## config.mk

```make
export PLATFORM = sky130hd
export DESIGN_NAME = periodic_divider
export DESIGN_NICKNAME = d
export VERILOG_FILES = /design/src/rtl/periodic_divider_pkg.sv /design/src/rtl/pd_phase_cnt.sv /design/src/rtl/pd_rate_dec.sv /design/src/rtl/pd_cfg_reg.sv /design/src/rtl/periodic_divider.sv
export SDC_FILE = /design/constraint.sdc
export NUM_CORES = 1
export LEC_CHECK = 0
export ABC_AREA = 1
export BUFFER_PORTS_ARGS = -buffer_cell sky130_fd_sc_hd__buf_4
export CORE_MARGIN = 2
export CORE_UTILIZATION = 40
export CTS_CLUSTER_SIZE = 16
export DETAILED_ROUTE_END_ITERATION = 16
export PLACE_DENSITY = 0.66
export SYNTH_ARGS = -nofsm -noshare
export SYNTH_HDL_FRONTEND = slang
export SYNTH_SLANG_ARGS = --single-unit
export TNS_END_PERCENT = 10
```

## constraint.sdc

```tcl
create_clock -name clk_i -period 5.2 [get_ports clk_i]
set_input_delay 0 -clock clk_i [delete_from_list [all_inputs] [get_ports clk_i]]
set_output_delay 0 -clock clk_i [all_outputs]
set_load 0.05 [all_outputs]
```

## src/rtl/periodic_divider_pkg.sv

```systemverilog
package periodic_divider_pkg;
  localparam int unsigned PH_W    = 15;  // phase counter width
  localparam int unsigned CODE_W  = 4;   // rate code width
  localparam int unsigned LOW_MAX = 2;   // codes folded upward
  localparam int unsigned FOLD    = 7;   // fold offset for low codes

  typedef struct packed {
    logic [CODE_W-1:0] code;
    logic              en;
  } rate_cfg_t;
endpackage

```

## src/rtl/pd_phase_cnt.sv

```systemverilog
module pd_phase_cnt #(
  parameter int unsigned CNT_W = 15
) (
  input  logic             clk_i,
  input  logic             rst_ni,
  input  logic             tick_i,
  output logic [CNT_W-1:0] cnt_o,
  output logic [CNT_W-1:0] cnt_nxt_o
);
  logic [CNT_W-1:0] cnt_q;

  assign cnt_nxt_o = cnt_q + CNT_W'(1);
  assign cnt_o     = cnt_q;

  always_ff @(posedge clk_i or negedge rst_ni) begin
    if (!rst_ni)     cnt_q <= '0;
    else if (tick_i) cnt_q <= cnt_nxt_o;
  end
endmodule

```

## src/rtl/pd_rate_dec.sv

```systemverilog
module pd_rate_dec
  import periodic_divider_pkg::*;
#(
  parameter int unsigned CNT_W = PH_W
) (
  input  rate_cfg_t        cfg_i,
  output logic             active_o,
  output logic [CNT_W-1:0] period_o,
  output logic [CNT_W-1:0] mask_o
);
  localparam int unsigned SH_W = $clog2(CNT_W);

  logic [SH_W-1:0] shift;

  always_comb begin
    // low codes alias onto longer periods
    if (int'(cfg_i.code) <= LOW_MAX) shift = SH_W'(int'(cfg_i.code) + FOLD - 1);
    else                             shift = SH_W'(int'(cfg_i.code) - 1);
  end

  assign active_o = cfg_i.en && (cfg_i.code != '0);
  assign period_o = active_o ? (CNT_W'(1) << shift) : '0;
  assign mask_o   = period_o - CNT_W'(active_o);
endmodule

```

## src/rtl/pd_cfg_reg.sv

```systemverilog
module pd_cfg_reg
  import periodic_divider_pkg::*;
#(
  parameter rate_cfg_t RST_CFG = '{code: CODE_W'(6), en: 1'b0}
) (
  input  logic      clk_i,
  input  logic      rst_ni,
  input  logic      wr_i,
  input  rate_cfg_t cfg_i,
  output rate_cfg_t cfg_o,
  output rate_cfg_t eff_o
);
  rate_cfg_t cfg_q;

  always_ff @(posedge clk_i or negedge rst_ni) begin
    if (!rst_ni)   cfg_q <= RST_CFG;
    else if (wr_i) cfg_q <= cfg_i;
  end

  assign cfg_o = cfg_q;
  // a write governs the decision of its own cycle
  assign eff_o = wr_i ? cfg_i : cfg_q;
endmodule

```

## src/rtl/periodic_divider.sv

```systemverilog
module periodic_divider
  import periodic_divider_pkg::*;
#(
  parameter int unsigned CNT_W  = PH_W,
  parameter int unsigned SEL_W  = CODE_W,
  parameter int unsigned RST_SEL = 6
) (
  input  logic             clk_i,
  input  logic             rst_ni,
  input  logic             tick_i,
  input  logic [SEL_W-1:0] rate_sel_i,
  input  logic             pie_i,
  input  logic             cfg_wr_i,
  output logic             evt_o,
  output logic [CNT_W-1:0] period_o
);
  localparam rate_cfg_t RST_CFG = '{code: CODE_W'(RST_SEL), en: 1'b0};

  rate_cfg_t        cfg_in, cfg_cur, cfg_eff;
  logic [CNT_W-1:0] cnt_q, cnt_nxt;
  logic [CNT_W-1:0] eff_period, eff_mask, cur_mask;
  logic             eff_active, cur_active;
  logic             evt_d, evt_q;

  assign cfg_in = '{code: CODE_W'(rate_sel_i), en: pie_i};

  pd_phase_cnt #(.CNT_W(CNT_W)) i_cnt (
    .clk_i, .rst_ni, .tick_i,
    .cnt_o(cnt_q), .cnt_nxt_o(cnt_nxt)
  );

  pd_cfg_reg #(.RST_CFG(RST_CFG)) i_cfg (
    .clk_i, .rst_ni, .wr_i(cfg_wr_i),
    .cfg_i(cfg_in), .cfg_o(cfg_cur), .eff_o(cfg_eff)
  );

  pd_rate_dec #(.CNT_W(CNT_W)) i_dec_eff (
    .cfg_i(cfg_eff), .active_o(eff_active),
    .period_o(eff_period), .mask_o(eff_mask)
  );

  pd_rate_dec #(.CNT_W(CNT_W)) i_dec_cur (
    .cfg_i(cfg_cur), .active_o(cur_active),
    .period_o(period_o), .mask_o(cur_mask)
  );

  assign evt_d = tick_i && eff_active && ((cnt_nxt & eff_mask) == '0);

  always_ff @(posedge clk_i or negedge rst_ni) begin
    if (!rst_ni) evt_q <= 1'b0;
    else         evt_q <= evt_d;
  end

  assign evt_o = evt_q;
endmodule

```

# After elaboration in Yosys (flattened, before gate mapping)
# Cells that the tools add are included.
# Widths: inputs -> output; s select.
op_classes:
  add_sub_neg: 8
  n_lt_le_gt_ge: 2
  shift: 2
  muxes: 5
  n_bitwise: 1
  reduce_logical: 7
ops:
  columns: ["operator", "count"]
  rows:
  - ["$mux 15", 2]
  - ["$shl 1x4->15 const A", 2]
  - ["$sub 4x1->4 const B", 4]
  - ["$add 15x1->15 const B", 1]
  - ["$and 15x15->15", 1]
  - ["$logic_not 15->1", 1]
  - ["$sub 15x1->15", 1]
  - ["$add 4x3->4 const B", 2]
  - ["$le 4x2->1 const B", 2]
  - ["$mux 4", 2]
  - ["$reduce_bool 4->1", 2]
  - ["$mux 5", 1]
  - ["$logic_and 1x1->1", 4]
totals:
  register_bits: 21
  inputBits: 9
  output_inout_bits: 16

# Logic depth before layout (Yosys ltp)
# Gate-level depths: netlist of the first run.
logic_depth:
  word_depth: 10
  ltp_mapped: 26
  ltp_nobuf: 26

# By module
# From an unflattened synthesis of the first run, not the netlist that was laid out.
unflattened:
  cells_unflattened: 453
  hier_area_um2: 2851.5
by_module_without_submodules:
  columns: ["mod", "instances", "cells_each", "area_per_inst_um2", "seq_area_each_um2"]
  rows:
  - ["pd_rate_dec", 2, 134, 778.2, 0.0]
  - ["pd_phase_cnt", 1, 131, 959.7, 375.4]
  - ["pd_cfg_reg", 1, 21, 187.7, 127.6]
  - ["periodic_divider", 1, 33, 147.6, 25.0]

# Worst setup path after synthesis of the first run
# No wires, ideal clock.
synth_path:
  kind: "register -> output"
  start: "reg i_cfg.cfg_q, in the netlist i_cfg.cfg_o[2]"
  end: "out period_o[7]"
  arrival_time_ps: 3213
  slack_ps: 1987
  stages_incl_launch_ff: 8
  n_path_buf: 0
  cell_sequence: "dfstp_2 -> inv_1 -> o21ai_0 -> inv_1 -> or2_2 -> xor2_1 -> inv_1 -> nor4_1"
synth_via:
  elab_chain_cells: 5
synth_rtl:
  columns: ["item", "line", "rtl"]
  rows:
  - ["from (decl)", "pd_cfg_reg.sv:13", "rate_cfg_t cfg_q;"]
  - ["from (signal assigned)", "pd_cfg_reg.sv:17", "else if (wr_i) cfg_q <= cfg_i;"]
  - ["$add 4x3->4", "pd_rate_dec.sv:17", "if (int'(cfg_i.code) <= LOW_MAX) shift = SH_W'(int'(cfg_i.code) + FOLD - 1);"]
  - ["$sub 4x1->4", "pd_rate_dec.sv:17", null]
  - ["$mux 4", "pd_rate_dec.sv:17", null]
  - ["$shl 1x4->15", "pd_rate_dec.sv:22", "assign period_o = active_o ? (CNT_W'(1) << shift) : '0;"]
  - ["$mux 15 (*)", "pd_rate_dec.sv:22", null]
  - ["to (decl)", "periodic_divider.sv:15", "output logic [CNT_W-1:0] period_o"]
# Mark *: on every way between the ends. The rest lies on a longest branch, timed or not.

==> metrics, run 1 <==
status finished, final reports clean; mux contribution to synthesized area 0.0270; RSZ-0062 raised after global routing no; Area Overhead vs Synth 15.0%; Final Hold Fails 0; Adder-Cell Fraction of Synth Area 0.0661; Chip Width approximately 76 um; Synth Warn # 0; antenna violations before repair 0; VDD IR max 0.129 mV; drt first-iter violations 80; top_reg_cell synth dfrtp_1; postcts setup bufs 0; Final WS setup between 1.5 and 2 ns; antenna-violating nets left 0; total CTS buffers 3; WS Path Type flip-flop to flip-flop; row count 26; Mapped Nets 332; Ant. Diodes 0; CTS Root Cell clkbuf_8; xor/xnor share of the synthesized area 0.0715; Final HPWL DP around 3700 um; crit path max fanout 7; Finished Layout Cells 408; register area share after synthesis 0.254; IO Pins 25; filler cell count in the final layout about 560; Final Slew Violations 0; Synth area leaders dfrtp_1 (23%), nand2_1 (12%), nand3_1 (8.9%); Worst Tran Pin Value around 0.53 ns; layout cells sized above 1 0.183; final WL 4630 um; hold crit path type primary input to flip-flop; nets 359; Simple-Gate Fraction of Synth Area 0.442; Compound-Gate Fraction of Synth Area 0.0571; Worst EP arrival 3.49 ns; Clock Tree Buf Depth 2; Final setup viols 0; area share of the largest cell type after synthesis 0.228; CTS H-Tree Depth 1; Slew HR 0.646; Worst Setup Start Kind flip-flop; vias per cell 4.81; Worst-path clk slew 0.09 ns; cell taking the most area after synthesis dfrtp_1; FF+latch count, synth 21; clk_skew 0.00410 ns; die area around 5800 um^2; maximum operating frequency roughly 0.30 GHz; Overall Power about 700 uW; chip height between 70 and 80 um; overall fraction of global-route tracks in use 0.167; CTS sink count 21; dpl ws ~1.9 ns; worst path required time 5.41 ns; # DRC 0; number of max-cap violations 0; Unique masters post-synth 32; crit path capture type flip-flop; EDFF count, synth 0; min Tclk post-route 3.28 ns; hold_buf cts 1; vias in the first global route 1896; CTS tree done; WL per Instance 11.3 um; first-pass GRT wire length between 8000 and 9000 um; syn avg cell area 6.67 um^2; most used cell, CP nand2_1; main combinational cell family by area after synthesis simple AND/OR/NAND/NOR gates; Synth Instances ~310; Tcrit/Tclk final 0.631; dpl cells 403; starting density of the core 0.410; worst hold slack 0.0251 ns; IO Port Bufs 24; CP Cell Sequence inv_1, nand2_1, nand2_1, inv_1, ha_1, nand3b_2, nand2_4, nand2_1, nand2_2, nand3_1, inv_1, o21ai_1, ha_1, inv_1, nor2_4, nand2_2, nor2_4, nand2_1, nand3_1, nand3_1, nor2_1, nand2_1, nor2_1; Mapped Area 2080 um^2; Clk Latency, worst-skew pair 0.27 ns; CTS resizes 0; largest net degree at the start of global routing 26; Post-synth ARST share 1.00; routed via count 1963; Pleak between 0.001 and 0.0015 uW; total gr overflow 0; drt pass-1 iters 4; Slowest cell on crit path dfstp_2; PD cells 286 nW/um^2; Setup TNS 0 ns; Core ar. between 5000 and 6000 um^2; GP Congestion 0.839; crit-path max cell delay 0.55 ns
flip-flops by register name (all words and copies together), names as in the netlist:
signal / flops
evt_o: 1
i_cfg.cfg_o: 5
i_cnt.cnt_o: 15
cells in the final DEF (no fill, tap or decap), types with 3 or more instances in the layout:
cell	synthesis	layout
nor2_1	49	49
nand2_2	7	7
o21ai_0	13	13
nand2_1	64	64
nor3_1	7	7
xor2_1	15	15
nand2_4	4	4
buf_4	0	24
a21oi_1	5	5
dfrtp_1	19	19
nand3_1	37	37
inv_1	41	41
nor2_2	4	4
ha_1	11	11
nor2_4	3	3
clkbuf_8	0	3
nand3_2	3	3
nand4_1	3	3
mux2_2	5	5
synth_stat cells, types with 3 or more instances:
cell and count:
nand2_1 64, nor2_1 49, inv_1 41, nand3_1 37, dfrtp_1 19, xor2_1 15
o21ai_0 13, ha_1 11, nand2_2 7, nor3_1 7, a21oi_1 5, mux2_2 5
nand2_4 4, nor2_2 4, clkbuf_1 3, nand3_2 3, nand4_1 3, nor2_4 3
where the power goes:
| part | internal (uW) | switching (uW) | total (uW) | leakage, uW |
|---|---|---|---|---|
| sequential | 199 | 30.1 | 229 | 0.000262 |
| clock | 53.6 | 61.0 | 115 | 0.0000255 |
| combinational | 116 | 225 | 341 | 0.000909 |
area by class of cell:
cell class	instances	area [um^2]	area share
clock buffers	3	41.3	0.0172
clock inverters	1	5.00	0.00209
inverters	43	161	0.0674
multi-input cells	245	1380	0.577
flip-flops and latches	21	528	0.220
well taps	70	87.6	0.0366
repair buffers	25	190	0.0794
kinds of logic after synthesis:
kind of cell / count (synthesis)
compound gates: 22
xor+xnor: 17
fa+ha+maj: 11
buf+inv: 46
flops: 21
mux: 5
simple gates: 190
final timing paths:
kind | endpoint | startpoint | slack [ns] | depth (start not counted)
max | evt_o | i_cfg.cfg_o[2] | 1.92 | 23
min | i_cfg.cfg_o[0] | pie_i | 0.03 | 3
max reg2reg | evt_o | i_cfg.cfg_o[2] | 1.92 | 23
min reg2reg | i_cnt.cnt_o[14] | i_cnt.cnt_o[14] | 0.54 | 1
max in group asynchronous | i_cfg.cfg_o[3] | rst_ni | 4.77 | 2
min in group asynchronous | evt_o | rst_ni | 0.15 | 2
routing by layer:
layer | global-route usage | up-vias | wire [um]
met5 | 0 | - | 0
met4 | 0.0345 | 0 | 41
met3 | 0.0249 | 6 | 152
met2 | 0.307 | 35 | 2220
met1 | 0.206 | 874 | 2210
li1 | - | 1048 | -
metrics by stage:
step | util | instance area (um^2)
after global placement | 0.461 | 2340
after floorplan | - | 2080
final | 0.472 | 2390
after CTS | 0.472 | 2390
after detailed placement | 0.461 | 2340
after global routing | 0.472 | 2390
critical path, delay by kind of cell, from the launching register on:
kind / cells / cell delay (ns)
compound gates: 1 / 0.21
fa+ha+maj: 2 / 0.36
buf+inv: 4 / 0.39
flops: 1 / 0.55
simple gates: 16 / 1.70
(Power assumes the default switching activity.)
==> run 2: changes to the inputs <==
- ABC_AREA: 1 -> 0
- PLACE_DENSITY: 0.66 -> 0.67
- clock period: 5.2 -> 3.4 ns (I/O delays scaled with it)
==> run 2 against run 1 <==
Effect of this change:
- clock power is 50% higher
- power is 55% higher
- die area is 5.6% lower
- global-route usage is 0.74 points higher
- largest cell class unchanged
==> metrics, run 2 <==
Tcrit/Tclk final 0.932; chip height 74.0 um; area share of the largest cell type after synthesis 0.243; Final setup viols 0; clk_skew 0.00180 ns; vias in the first global route 1563; Worst Setup Start Kind flip-flop; vias per cell 5.32; Synth top cells by count nor2_1 (39), nand2_1 (24), dfrtp_1 (19); top_reg_cell synth dfrtp_1; final WL around 4500 um; Synth Warn # 0; dpl cells 325; capturing point of the worst reg2reg path evt_o; die area 5470 um^2; cell taking the most area after synthesis dfrtp_1; Worst-path clk slew 0.08 ns; most common cell after layout, fill and taps aside nor2_1; starting density of the core 0.415; CP Cell Sequence mux2i_4, inv_1, ha_1, o22ai_4, mux2_4, and2_4, a31oi_1, ha_2, inv_1, a211oi_2, a221oi_1, nor4_1, and4_1; Final Slew Violations 0; worst hold start tick_i; maximum operating frequency 0.315 GHz; Worst Tran Pin Value ~0.47 ns; layout cells sized above 1 0.210; routed via count 1778; reg2reg start i_cfg.cfg_o[2]; hold crit path type primary input to flip-flop; crit path capture type flip-flop; Register-to-Register Path Depth 13; min Tclk post-route between 3 and 4 ns; CTS Root Cell clkbuf_8; syn avg cell area 8.33 um^2; Synth Instances 235; Worst EP arrival 3.38 ns; number of max-cap violations 0; # DRC 0; R2R Setup Slk 0.23 ns; register area share after synthesis 0.270; WL per Instance 13.5 um; EDFF count, synth 0; most common cell in the synthesized netlist nor2_1; Overall Power 1060 uW; GP Congestion 1.05; Slew HR 0.684; Worst path top cell family by delay simple AND/OR/NAND/NOR gates; Mapped Area 1960 um^2; Mapped Nets roughly 260; VDD IR max 0.331 mV; drt first-iter violations 74; WP buf/inv 2; Clk Latency, worst-skew pair between 0.2 and 0.3 ns; WS Path Type flip-flop to flip-flop; Synth area leaders dfrtp_1 (24%), xnor2_1 (7.6%), nor2_1 (7.5%); Final WS setup 0.230 ns; Core ar. 4720 um^2; total gr overflow 0; Final HPWL DP 3430 um; Finished Layout Cells 334; Setup TNS 0 ns; most frequent cells in the layout nor2_1 (39), buf_4 (33), nand2_1 (24); Post-synth ARST share 1.00; antenna-violating nets left 0; Clock Tree Buf Depth 2; CTS H-Tree Depth 1; row count 25; Chip Width 74.0 um; total CTS buffers 3; Final Hold Fails 0; Ant. Diodes 0; dpl ws 0.115 ns; overall fraction of global-route tracks in use 0.174; nets 288; CTS tree done; first-pass GRT wire length 7430 um; Area Overhead vs Synth 18.3%; most used cell, CP inv_1; IO Port Bufs 24; Slowest cell on crit path dfstp_2; crit-path max cell delay 0.41 ns; worst path required time 3.61 ns; status finished, final reports clean; Pleak 0.000997 uW; FF+latch count, synth 21; largest net degree at the start of global routing 22; Unique masters post-synth 55; IO Pins 25; RSZ-0062 raised after global routing no; hold depth 2; hold endpoint i_cnt.cnt_o[0]; crit path max fanout 9; antenna violations before repair 0; PD cells 460 nW/um^2; drt pass-1 iters 4; max reg flops 15; CTS sink count 21
run 2: layout make-up:
class	instances	area [um^2]
fillers	475	2410
multi-input cells	196	1350
flip-flops and latches	21	528
repair buffers	34	258
well taps	67	83.8
inverters	12	47.5
clock buffers	3	41.3
clock inverters	1	7.51
run 2: logic make-up (layout without fill, tap and decap cells):
family,after synthesis,after routing,synth area share
buffers and inverters,18,50,0.0447
flip-flops,21,21,0.270
XOR/XNOR,29,29,0.130
AO/OA/AOI/OAI,38,38,0.144
multiplexers,10,10,0.0696
adder cells (fa/ha/maj),11,11,0.0703
AND/OR/NAND/NOR,108,108,0.272
run 2: how the worst max path moves through the flow:
stage / startpoint / to / slack, ns / cells past startpoint
floorplan: i_cfg.cfg_o[2] / evt_o / 0.13 / 15
global placement: i_cfg.cfg_o[2] / evt_o / 0.22 / 13
detailed placement: i_cfg.cfg_o[1] / evt_o / 0.12 / 13
CTS: i_cfg.cfg_o[1] / evt_o / 0.09 / 13
global route: i_cfg.cfg_o[2] / evt_o / 0.008 / 13
finish: i_cfg.cfg_o[2] / evt_o / 0.23 / 13
run 2: power by group:
group	switching (uW)	leakage (uW)	internal, uW
sequential	69.9	0.000264	300
clock	89.9	0.0000217	83.0
combinational	304	0.000711	218
total	464	0.000997	601
run 2: repair_timing:
item,CTS,global route
endpoints found under the hold margin,21,0
endpoints found under the setup margin,0,1
hold buffers,1,0
gates resized for setup,0,3
buffers inserted,0,4
run 2: metal layers:
metal | vias to the layer above | share of wire | track usage
li1 | 896 | - | -
met1 | 838 | 0.48 | 0.255
met2 | 39 | 0.47 | 0.268
met3 | 5 | 0.040 | 0.0203
met4 | 0 | 0.0093 | 0.0566
met5 | - | 0 | 0
run 2: per-stage QoR:
stage	hold slack, ns	util	area (um^2)
final	0.0170	0.491	2320
after global routing	0.0248	0.491	2320
after CTS	0.0153	0.482	2280
after detailed placement	-0.0975	0.470	2220
after global placement	-0.0999	0.470	2220
after floorplan	-0.296	-	1960
==> run 3: changes to the inputs <==
- CELL_PAD_IN_SITES_DETAIL_PLACEMENT: not set -> 1
- CELL_PAD_IN_SITES_GLOBAL_PLACEMENT: not set -> 1
- PLACE_DENSITY: 0.67 -> 0.82
==> run 3 against run 2 <==
Effect of this change:
- fmax decreased by 2.4%
- critical endpoint unchanged
- critical path depth shrank 1
- sequential cell count did not move
==> metrics, run 3 (synthesis gave the netlist of run 2 again) <==
PD cells 472 nW/um^2; number of max-cap violations 0; Worst Setup Start Kind flip-flop; drt first-iter violations 196; WS Path Type flip-flop to flip-flop; Clock Tree Buf Depth 2; Worst-path clk slew 0.08 ns; Slew HR 0.682; routed via count roughly 1800; switching power 485 uW; total gr overflow 0; Ant. Diodes 0; worst path required time roughly 3.6 ns; Final Hold Fails 0; GP Congestion about 0.99; internal power 601 uW; first-pass GRT wire length between 8000 and 9000 um; final WL 5330 um; die area roughly 5500 um^2; crit path capture type flip-flop; switching share of power 0.446; IO Port Bufs 24; Comb pwr share 0.496; Final setup viols 0; crit path max fanout 9; IO Pins 25; Pleak 0.000988 uW; Final HPWL DP 4110 um; vias in the first global route 1855; maximum operating frequency slightly above 0.3 GHz; max reg flops 15; vias per cell about 5.5; clk_skew 0.00237 ns; Tcrit/Tclk final 0.955; starting density of the core 0.415; row count 25; Worst EP arrival 3.45 ns; Final Slew Violations 0; Clk Latency, worst-skew pair 0.27 ns; Area Overhead vs Synth 17.4%; CTS H-Tree Depth 1; largest net degree at the start of global routing 22; # DRC 0; Worst Tran Pin Value 0.476 ns; hold crit path type primary input to flip-flop; WL per Instance 16.1 um; antenna-violating nets left 0; Chip Width roughly 74 um; Util after Layout 0.487; most common cell after layout, fill and taps aside nor2_1; status finished, final reports clean; layout cells sized above 1 0.200; min Tclk post-route around 3.2 ns; antenna violations before repair 0; VDD IR max ~0.33 mV; CTS tree done; overall fraction of global-route tracks in use 0.210; Core ar. approximately 4700 um^2; nets ~290; chip height 74.0 um; Setup TNS 0 ns; drt pass-1 iters 4; CTS sink count 21; CTS Root Cell clkbuf_8; total CTS buffers 3; most frequent cells in the layout nor2_1 (39), buf_4 (31), nand2_1 (24); clock power share 0.160; Reg power frac 0.343
==> run 3: cell types whose count changed in the layout (fill, tap and decap cells not counted) <==
cell        previous run  this run
clkbuf_1               0         1
clkinvlp_4             1         0
buf_4                 33        31
==> run 3: final cells by class <==
type	instances	area (um^2)
Clock buffer	4	45.0
Fill cell	569	2420
Inverter	12	47.5
Multi-Input combinational cell	196	1350
Sequential cell	21	528
Tap cell	67	83.8
Timing Repair Buffer	32	243
==> run 3: critical path, cell delays in order, from the launching register on <==
cell and delay, ns:
dfstp_2 0.41, mux2i_4 0.25, inv_1 0.13, ha_1 0.24, o22ai_4 0.14, mux2_4 0.36, and2_4 0.19, a31oi_1 0.18
ha_2 0.30, buf_4 0.16, xnor2_1 0.09, a2111oi_1 0.47, and4_1 0.26
==> run 3: power groups by stage <==
| stage | clock network (uW) | registers (uW) | logic [uW] |
|---|---|---|---|
| 2_1_floorplan | 0 | 361 | 388 |
| 3_3_place_gp | 0 | 372 | 509 |
| 3_5_place_dp | 0 | 376 | 521 |
| 4_1_cts | 180 | 371 | 527 |
| 5_1_grt | 189 | 381 | 590 |
| 6_report | 174 | 373 | 539 |
==> run 3: stage by stage <==
| stage | instances | setup WS, ns | power [uW] | area (um^2) | hold slack [ns] |
|---|---|---|---|---|---|
| after floorplan | 235 | 0.129 | 748 | 1960 | -0.296 |
| after global placement | 327 | 0.201 | 881 | 2230 | -0.0952 |
| after detailed placement | 327 | 0.0994 | 898 | 2230 | -0.0958 |
| after CTS | 332 | 0.0762 | 1080 | 2290 | 0.00918 |
| after global routing | 332 | -0.0355 | 1160 | 2300 | 0.0185 |
| final | 332 | 0.152 | 1090 | 2300 | 0.0135 |
==> run 3: worst paths after layout <==
check,from,to,slack (ns),cells past startpoint
setup / recovery,i_cfg.cfg_o[2],evt_o,0.15,12
hold / removal,tick_i,i_cnt.cnt_o[0],0.01,2
setup reg to reg,i_cfg.cfg_o[2],evt_o,0.15,12
hold reg to reg,i_cnt.cnt_o[14],i_cnt.cnt_o[14],0.50,1
max in group asynchronous,rst_ni,i_cfg.cfg_o[3],2.95,2
min in group asynchronous,rst_ni,i_cnt.cnt_o[2],0.17,2
==> run 3: what timing repair did <==
item                                   in CTS  in global routing
buffers inserted                            0                  0
endpoints found under the hold margin      21                  0
hold buffers                                1                  0
setup endpoints to repair                   0                  1
gates resized for setup                     0                  3
==> run 3: routing by layer <==
layer | track usage | vias up | wire length (um)
met5 | 0 | - | 0
met4 | 0.0667 | 0 | 85
met3 | 0.0271 | 8 | 192
met2 | 0.350 | 30 | 2550
met1 | 0.284 | 904 | 2510
li1 | - | 893 | -
